### config.mk
export PLATFORM = sky130hd
export DESIGN_NAME = tor_vc_select
export DESIGN_NICKNAME = d
export VERILOG_FILES = /design/src/rtl/tor_route_pkg.sv /design/src/rtl/tor_dim_step.sv /design/src/rtl/tor_block_timer.sv /design/src/rtl/tor_adapt_pick.sv /design/src/rtl/tor_vc_select.sv
export SDC_FILE = /design/constraint.sdc
export NUM_CORES = 1
export LEC_CHECK = 0
export BUFFER_PORTS_ARGS = -buffer_cell sky130_fd_sc_hd__buf_2
export CAP_MARGIN = 40
export CORE_MARGIN = 1
export CORE_UTILIZATION = 28
export DETAILED_ROUTE_END_ITERATION = 16
export SLEW_MARGIN = 20
export SYNTH_ARGS = -nofsm -noshare
export SYNTH_HDL_FRONTEND = slang
export SYNTH_HIERARCHICAL = 1
export SYNTH_SLANG_ARGS = --single-unit
export TNS_END_PERCENT = 30
### constraint.sdc
create_clock -name clk -period 8.6 [get_ports clk]
set_input_delay 1.29 -clock clk [delete_from_list [all_inputs] [get_ports clk]]
set_output_delay 1.29 -clock clk [all_outputs]
set_load 0.02 [all_outputs]
### src/rtl/tor_route_pkg.sv
// Shared definitions for the torus virtual-channel selector.
// Assumes: included first in compile order.
package tor_route_pkg;
    // Routing class of the packet at this hop.
    typedef enum logic {
        MODE_ADAPT = 1'b0,
        MODE_ESC   = 1'b1
    } route_mode_e;
endpackage

### src/rtl/tor_dim_step.sv
// Per-dimension step decision: resolved flag, minimal direction and wrap flag.
// Assumes: cur and dst are in 0..K-1; ties of K/2 go in the plus direction.
module tor_dim_step #(
    parameter int K  = 4,
    parameter int CW = 2
) (
    input  logic [CW-1:0] cur,
    input  logic [CW-1:0] dst,
    output logic          done,
    output logic          neg,
    output logic          wrap
);
    localparam logic [CW:0] KW   = (CW+1)'(K);
    localparam logic [CW:0] HALF = (CW+1)'(K / 2);

    logic [CW:0] delta;

    // Distance in the plus direction, modulo K.
    always_comb begin
        if (dst >= cur) delta = {1'b0, dst} - {1'b0, cur};
        else            delta = {1'b0, dst} + KW - {1'b0, cur};
    end

    // Direction choice and detection of a hop across the wraparound link.
    always_comb begin
        done = (cur == dst);
        neg  = !done && (delta > HALF);
        wrap = !done && (neg ? (cur == '0) : (cur == CW'(K - 1)));
    end
endmodule

### src/rtl/tor_block_timer.sv
// Counts consecutive blocked cycles of an adaptive request and raises a
// sticky escape flag once the limit is reached.
// Assumes: clear is pulsed when the request is granted; LIMIT >= 1.
module tor_block_timer #(
    parameter int LIMIT = 3
) (
    input  logic clk,
    input  logic rst_n,
    input  logic active,
    input  logic blocked,
    input  logic clear,
    output logic esc_now
);
    localparam int TW = $clog2(LIMIT + 1);

    logic [TW-1:0] cnt;

    // Blocked-cycle counter with a sticky switch into the escape set.
    always_ff @(posedge clk) begin
        if (!rst_n) begin
            cnt     <= '0;
            esc_now <= 1'b0;
        end else if (!active || clear) begin
            cnt     <= '0;
            esc_now <= 1'b0;
        end else if (!esc_now && blocked) begin
            cnt <= cnt + 1'b1;
            if (cnt == TW'(LIMIT - 1)) esc_now <= 1'b1;
        end
    end
endmodule

### src/rtl/tor_adapt_pick.sv
// Fixed-priority search of the adaptive pool over productive output ports.
// Assumes: want marks unresolved dimensions; neg gives each one's direction.
module tor_adapt_pick #(
    parameter int NDIM   = 2,
    parameter int NADAPT = 2,
    parameter int NVC    = 5,
    parameter int DW     = 1,
    parameter int VW     = 3
) (
    input  logic [NDIM-1:0]       want,
    input  logic [NDIM-1:0]       neg,
    input  logic [2*NDIM*NVC-1:0] vc_free,
    output logic                  found,
    output logic [DW-1:0]         dim,
    output logic [VW-1:0]         vc
);
    // Lowest dimension first, then lowest adaptive channel.
    always_comb begin
        found = 1'b0;
        dim   = '0;
        vc    = '0;
        for (int d = 0; d < NDIM; d++) begin
            for (int v = 0; v < NADAPT; v++) begin
                if (!found && want[d] && vc_free[(2 * d + int'(neg[d])) * NVC + v]) begin
                    found = 1'b1;
                    dim   = DW'(d);
                    vc    = VW'(v);
                end
            end
        end
    end
endmodule

### src/rtl/tor_vc_select.sv
// Route and virtual-channel selector for one input port of a bidirectional
// k-ary n-cube torus. Adaptive pool first; after a blocked window the packet
// moves to dimension-ordered escape channels whose level rises at each wrap.
// Assumes: route inputs stay stable while a request waits; in_level <= NDIM.
module tor_vc_select
    import tor_route_pkg::*;
#(
    parameter int NDIM        = 2,
    parameter int K           = 4,
    parameter int NADAPT      = 2,
    parameter int BLOCK_LIMIT = 3,
    parameter int CW          = $clog2(K),
    parameter int NVC         = NADAPT + NDIM + 1,
    parameter int LW          = $clog2(NDIM + 1),
    parameter int DW          = (NDIM > 1) ? $clog2(NDIM) : 1,
    parameter int VW          = $clog2(NVC)
) (
    input  logic                  clk,
    input  logic                  rst_n,
    input  logic                  req_valid,
    input  logic [NDIM*CW-1:0]    cur_coord,
    input  logic [NDIM*CW-1:0]    dst_coord,
    input  logic                  in_esc,
    input  logic [LW-1:0]         in_level,
    input  logic [2*NDIM*NVC-1:0] vc_free,
    output logic                  grant,
    output logic                  out_local,
    output logic [DW-1:0]         out_dim,
    output logic                  out_neg,
    output logic [VW-1:0]         out_vc,
    output logic                  out_esc,
    output logic [LW-1:0]         out_level
);
    localparam logic [LW-1:0] LMAX = LW'(NDIM);

    logic [NDIM-1:0] dim_done, dim_neg, dim_wrap;
    logic            a_found;
    logic [DW-1:0]   a_dim;
    logic [VW-1:0]   a_vc;
    logic            sticky;
    route_mode_e     mode;
    logic            all_done;
    logic [DW-1:0]   e_dim;
    logic            e_neg, e_wrap, e_free;
    logic [LW-1:0]   lvl_base, lvl_next;
    logic [VW-1:0]   e_vc;

    // One step decision per dimension.
    for (genvar g = 0; g < NDIM; g++) begin : g_dim
        tor_dim_step #(.K(K), .CW(CW)) u_step (
            .cur  (cur_coord[g*CW +: CW]),
            .dst  (dst_coord[g*CW +: CW]),
            .done (dim_done[g]),
            .neg  (dim_neg[g]),
            .wrap (dim_wrap[g])
        );
    end

    tor_adapt_pick #(
        .NDIM(NDIM), .NADAPT(NADAPT), .NVC(NVC), .DW(DW), .VW(VW)
    ) u_pick (
        .want    (~dim_done),
        .neg     (dim_neg),
        .vc_free (vc_free),
        .found   (a_found),
        .dim     (a_dim),
        .vc      (a_vc)
    );

    tor_block_timer #(.LIMIT(BLOCK_LIMIT)) u_timer (
        .clk     (clk),
        .rst_n   (rst_n),
        .active  (req_valid && !in_esc),
        .blocked (!a_found && !all_done),
        .clear   (grant),
        .esc_now (sticky)
    );

    // Class in effect at this hop: escape once entered, never back.
    always_comb mode = (in_esc || sticky) ? MODE_ESC : MODE_ADAPT;

    // Lowest unresolved dimension for dimension-ordered escape routing.
    always_comb begin
        all_done = &dim_done;
        e_dim    = '0;
        e_neg    = 1'b0;
        e_wrap   = 1'b0;
        for (int d = NDIM - 1; d >= 0; d--) begin
            if (!dim_done[d]) begin
                e_dim  = DW'(d);
                e_neg  = dim_neg[d];
                e_wrap = dim_wrap[d];
            end
        end
    end

    // Escape level: carried in, raised on a wrap hop, saturated at NDIM.
    always_comb begin
        if (in_esc) lvl_base = (in_level > LMAX) ? LMAX : in_level;
        else        lvl_base = '0;
        lvl_next = (e_wrap && lvl_base != LMAX) ? lvl_base + 1'b1 : lvl_base;
        e_vc     = VW'(NADAPT) + VW'(lvl_next);
        e_free   = vc_free[(2 * int'(e_dim) + int'(e_neg)) * NVC + int'(e_vc)];
    end

    // Final selection and sideband for the next hop.
    always_comb begin
        out_local = all_done;
        out_esc   = (mode == MODE_ESC);
        if (all_done) begin
            grant     = req_valid;
            out_dim   = '0;
            out_neg   = 1'b0;
            out_vc    = '0;
            out_level = lvl_base;
        end else if (mode == MODE_ESC) begin
            grant     = req_valid && e_free;
            out_dim   = e_dim;
            out_neg   = e_neg;
            out_vc    = e_vc;
            out_level = lvl_next;
        end else begin
            grant     = req_valid && a_found;
            out_dim   = a_dim;
            out_neg   = dim_neg[a_dim];
            out_vc    = a_vc;
            out_level = '0;
        end
    end
endmodule

* After elaboration in Yosys (flattened, before gate mapping)
Cells that the tools add are included.
** Word-level totals
- Register bits after elaboration :: 3
- Input port bits :: 34
** Cells by class
- Add/sub/neg operators :: 14
- Multiply operators :: 3
- $lt $le $gt $ge :: 11
- Equal/unequal tests :: 6
- Mux-type cells :: 50
- Bitwise gates (word level) :: 2
- Reduce and logical (&&, ||, !) cells :: 34
** Operators with widths (number)
- less-than comparator 32 x 7 -> 1 bit, second input constant :: 4
- adder 32 x 2 -> 32 bit, second input constant :: 2
- two-way mux 1 bit :: 36
- multiplier 32 x 4 -> 32 bit, second input constant :: 1
- binary-select mux 1 bit (select 5 bit) :: 5
- logical AND 1 bit :: 17
- two-way mux 3 bit :: 4
- zero test 1 bit :: 10
- two-way mux 2 bit :: 5
- adder 6 x 3 -> 7 bit :: 1
- less-than comparator 7 x 6 -> 1 bit, second input constant :: 1
- adder 2 x 3 -> 3 bit, second input constant :: 2
- == test 2 bit, second input constant :: 3
- > comparator 3 x 2 -> 1 bit, second input constant :: 2
- multiplier 3 x 3 -> 6 bit, second input constant :: 1
- subtractor 2 x 2 -> 3 bit :: 2
- subtractor 3 x 2 -> 3 bit :: 2
- adder 2 x 1 -> 2 bit, second input constant :: 2
- == test 2 bit :: 2
- greater-or-equal comparator 2 bit :: 2
- zero test 2 bit :: 2
- multiplier 1 x 3 -> 4 bit, second input constant :: 1
- AND reduction 2 bit :: 2
- adder 2 x 1 -> 3 bit :: 1
- 9 further kinds :: 10

* Logic depth before layout (Yosys ltp)
- Word-level depth :: 28
- Depth in mapped cells :: 20

* Hierarchy
Netlist, hierarchy kept.
** By module, submodules not included
- tor_vc_select :: times used 1, cells an instance 93, area each 706.9 µm²
- tor_dim_step :: times used 2, cells an instance 12, area each 97.6 µm²
- tor_block_timer :: times used 1, cells an instance 13, area each 128.9 µm²
- tor_adapt_pick :: times used 1, cells an instance 17, area each 125.1 µm²

* Worst setup path before layout
Ideal clock, no wire load.
- Kind :: input to output
- Start :: input port dst_coord[2]
- End :: output port grant
- Arrival :: 5.763 ns
- Required time :: 7.310 ns
- Path slack :: 1.547 ns
- Stages on the path :: 17
- Path through :: inv_1 -> ha_1 -> fa_1 -> or4_1 -> nand3_1 -> nand3b_1 -> a21oi_4 -> mux2i_1 -> ha_1 -> fa_1 -> nor2b_1 -> nand2_1 -> nor3_1 -> or3_1 -> a211oi_1 -> nand4_1 -> o32ai_1
** On the way
- Cells in the longest elaborated chain, start to end :: 19
- Elaborated cells between the ends (all ways) :: 48
- Classes of those cells :: 8 x add/sub; 2 x mul; 2 x order compare; 1 x eq/ne; 22 x mux; 1 x bitwise; 12 x reduce/logical
** RTL lines
- start: declaration :: line tor_vc_select.sv:22 : input logic [NDIM*CW-1:0] dst_coord,
- adder 2 x 3 -> 3 bit :: line tor_dim_step.sv:21 : else delta = {1'b0, dst} + KW - {1'b0, cur};
- subtractor 3 x 2 -> 3 bit :: line tor_dim_step.sv:21
- two-way mux 3 bit :: line tor_dim_step.sv:20 : if (dst >= cur) delta = {1'b0, dst} - {1'b0, cur};
- > comparator 3 x 2 -> 1 bit :: line tor_dim_step.sv:27 : neg = !done && (delta > HALF);
- logical AND 1 bit :: line tor_dim_step.sv:27
- two-way mux 1 bit :: line tor_dim_step.sv:28 : wrap = !done && (neg ? (cur == '0) : (cur == CW'(K - 1)));
- logical AND 1 bit * :: line tor_dim_step.sv:28
- net dim_wrap[1] :: line tor_vc_select.sv:36 : logic [NDIM-1:0] dim_done, dim_neg, dim_wrap;
- [3 not listed]
- two-way mux 2 bit * :: line tor_vc_select.sv:101 : lvl_next = (e_wrap && lvl_base != LMAX) ? lvl_base + 1'b1 : lvl_base;
- adder 2 x 2 -> 3 bit * :: line tor_vc_select.sv:102 : e_vc = VW'(NADAPT) + VW'(lvl_next);
- adder 6 x 3 -> 7 bit * :: line tor_vc_select.sv:103 : e_free = vc_free[(2 * int'(e_dim) + int'(e_neg)) * NVC + int'(e_vc)];
- binary-select mux 1 bit (select 5 bit) * :: line tor_vc_select.sv:103
- two-way mux 1 bit (not written as such) * (2 in series) :: line tor_vc_select.sv:103
- logical AND 1 bit * :: line tor_vc_select.sv:117 : grant = req_valid && e_free;
- two-way mux 1 bit * :: line tor_vc_select.sv:116 : end else if (mode == MODE_ESC) begin
- two-way mux 1 bit * :: line tor_vc_select.sv:110 : if (all_done) begin
- end: declaration :: line tor_vc_select.sv:26 : output logic grant,
Mark *: on every way through the listed nets, which the timed path passes. The rest lies on a longest branch. The select of a mux whose other input is x is not followed.

* Worst setup path after layout
- Start :: input port cur_coord[2]
- End :: output port grant
** On the way
- Cells in the longest elaborated chain, start to end :: 18
- Elaborated cells between the ends (all ways) :: 49
- Classes of those cells :: 7 x add/sub; 2 x mul; 2 x order compare; 2 x eq/ne; 22 x mux; 1 x bitwise; 13 x reduce/logical
** RTL lines
- start: declaration :: line tor_vc_select.sv:21 : input logic [NDIM*CW-1:0] cur_coord,
- subtractor 3 x 2 -> 3 bit (tied with other cells) :: line tor_dim_step.sv:21
- two-way mux 3 bit :: line tor_dim_step.sv:20
- > comparator 3 x 2 -> 1 bit :: line tor_dim_step.sv:27
- logical AND 1 bit :: line tor_dim_step.sv:27
- two-way mux 1 bit :: line tor_dim_step.sv:28
- logical AND 1 bit * :: line tor_dim_step.sv:28
- net dim_wrap[1] :: line tor_vc_select.sv:36
- two-way mux 1 bit * (2 in series) :: line tor_vc_select.sv:89 : if (!dim_done[d]) begin
- logical AND 1 bit * :: line tor_vc_select.sv:101
- two-way mux 2 bit * :: line tor_vc_select.sv:101
- adder 2 x 2 -> 3 bit * :: line tor_vc_select.sv:102
- adder 6 x 3 -> 7 bit * :: line tor_vc_select.sv:103
- binary-select mux 1 bit (select 5 bit) * :: line tor_vc_select.sv:103
- two-way mux 1 bit (not written as such) * (2 in series) :: line tor_vc_select.sv:103
- logical AND 1 bit * :: line tor_vc_select.sv:117
- two-way mux 1 bit * :: line tor_vc_select.sv:116
- two-way mux 1 bit * :: line tor_vc_select.sv:110
Marks and branches as above.

==> metrics.csv <==
metric;value;unit
initial_core_util;30.4;%
syn_to_final_growth;26.7;%
clock-sinks;3;
ys_ff_latch;3;
routed_wl;2.77;mm
track_usage;13.6;%
p_sw;84.1;uW
fillers;404;
combPwrFrac;71.1;%
p_leak;0.747;nW
slew_headroom;68.5;%
ir_worst_vdd;0.0445;mV
path_clk_slew;0.03;ns
fin_ws;1.29;ns
synthTopCellsByCount;21 x nor2_1, 15 x mux2i_1, 11 x inv_1, 10 x ha_1, 8 x nand2_1;
crit_arrival;6.02;ns
synth.most_common_cell;nor2_1;
cts.htree.levels;1;
critPathMaxStageDelay;0.63;ns
synth_area_leaders;mux2i_1 13%, ha_1 11%, nor2_1 6.8%;
dpl.hpwl;2.41;mm
cts_root_buf;clkbuf_8;
ys_seq_area_share;5.19;%
fmax;137;MHz
die_area;0.00439;mm2
slew_violations;0;
synthArstFlopShare;0;%
hold_path_depth;2;
drv_cap;0;
synth_top_cell_area_share;13.0;%
die-height;66.3;um
fin_crit;7.31;ns
holdCritPathClass;register to register;
p_int;104;uW
crit_fanout;6;
rows;22;
post-route-period-util;84.9;%
tns;0;ns
power.share.clock;21.3;%
ff2ff_path_depth;8;
p_sw_share;44.8;%
grt_max_degree;11;
finalClockSkew;0.00119;ns
core;0.00380;mm2
crit_path_end_kind;primary output;
required;7.31;ns
seq_power_share;7.7;%
path_class;input pin to primary output;
chipWidth;66.3;um
ys.flop_type;dfxtp_1;
synth_edf_count;0;
io_pins;44;
seqCellArea;60.1;um2
io_buffer_count;43;
n_antenna_cell;0;
rsz0062_at_grt;no;
drt_pass1_iterations;4;
ctsResizeCount;0;
power.density;128;mW/mm2
syn_inst;147;
drc;0;
grt_pass1_vias;1075;
vias;1170;
critPathBufInv;2;
num-nets-final;241;
insertion_delay;0.21;ns
antenna_left;0;
critPathSlowestCell;fa_1;
path_delay_family;adder cells;
hold_buffers;0;
syn_area_per_cell;7.86;um2
wl_per_cell;11.5;um
synthesis.area;0.00116;mm2
status;finished clean;
multiInputGateArea;0.00103;mm2
cp_num_cells;18;
worst_pin_slew;0.460;ns
grt-ovfl-total;0;
finalHoldViolations;0;
cts_buffers;3;
cp-start-kind;input pin;
yosys_warnings;6;
dp_slack;1.28;ns
grt_antenna_before_repair;0;
drive_gt1_share;34.2;%
synth_cell_types;50;
cts_setup_buffers;0;
yosys.area.top_type;mux2i_1;
setup_viol;0;
grt_pass1_wl;4.71;mm
crit_chain;buf_2, ha_1, fa_1, or4_1, nand3_1, nand3b_1, a21oi_4, mux2i_1, ha_1, fa_1, nor2b_1, nand2_1, nor3_1, or3_1, a211oi_1, nand4_1, o32ai_1, buf_2;
drt-initial-drc-count;47;
routed_via_density;4.85;
cts.path.max_buffers;2;
place_congestion;0.774;
cts_tree;done;
==> area by class of cell <==
type,instances,share of cell area [%]
inverter,13,3.50
multi-input combinational,130,70.5
clock buffer,4,3.07
sequential,3,4.10
timing repair buffer,43,14.7
tap,48,4.10
==> registers in the layout (all words and copies together), names as in the netlist <==
register	count
u_timer/cnt	2
u_timer/esc_now	1
==> path summary, 6_finish.rpt <==
path,start,to,slack [ns]
worst min-delay path,u_timer/esc_now,u_timer/esc_now,0.52
worst max register to register,u_timer/esc_now,u_timer/cnt[1],6.69
worst max-delay path,cur_coord[2],grant,1.29
worst min register to register,u_timer/esc_now,u_timer/esc_now,0.52
==> metrics by stage <==
step                hold slack (ns)  std cells  util (%)  area, um2  power (mW)
finish                        0.520        241      38.6       1470       0.188
global route                  0.533        241      38.6       1470       0.206
CTS                           0.523        241      38.6       1470       0.190
detailed placement            0.515        237      37.4       1420       0.148
global placement              0.502        237      37.4       1420       0.148
floorplan                     0.473        148         -       1160       0.115
==> layout by cell type, fill, tap and decap left out, drive strengths merged, types with 4 or more instances in the layout <==
cell	instances
nand4b	4
nand2	8
nor3	6
buf	43
a21oi	5
a211oi	4
clkbuf	4
inv	13
nand3	4
ha	10
nor2	23
mux2i	15
==> worst register-to-register path: stages (launching register included) <==
cell and delay [ns]:
dfxtp_1 0.31, nor2_2 0.27, inv_1 0.16, o31ai_1 0.36, a211oi_1 0.09, nand4_1 0.11
o32ai_1 0.11, nand3b_1 0.24, a211oi_2 0.17
==> logic make-up after synthesis <==
family,after synthesis,synth area share [%]
AND/OR/NAND/NOR,70,34.5
XOR/XNOR,6,7.47
flip-flops,3,5.20
adder cells (fa/ha/maj),13,16.0
multiplexers,17,14.9
other,1,0.324
AO/OA/AOI/OAI,22,15.8
buffers and inverters,15,5.74
==> power by group through the flow <==
| stage | registers (mW) | clock network (mW) | logic [mW] |
|---|---|---|---|
| after floorplan | 0.0145 | 0 | 0.101 |
| after global placement | 0.0145 | 0 | 0.133 |
| after detailed placement | 0.0145 | 0 | 0.133 |
| after CTS | 0.0144 | 0.0412 | 0.134 |
| after global routing | 0.0144 | 0.0429 | 0.149 |
| final | 0.0144 | 0.0399 | 0.133 |
==> layer usage <==
metal	track usage, %	up-vias	wire, um
met1	20.3	507	1440
met3	1.21	0	167
met5	0	-	0
li1	-	626	-
met2	20.4	37	1170
met4	3.46	0	0
Note: power is estimated with default switching activity, not from simulation.
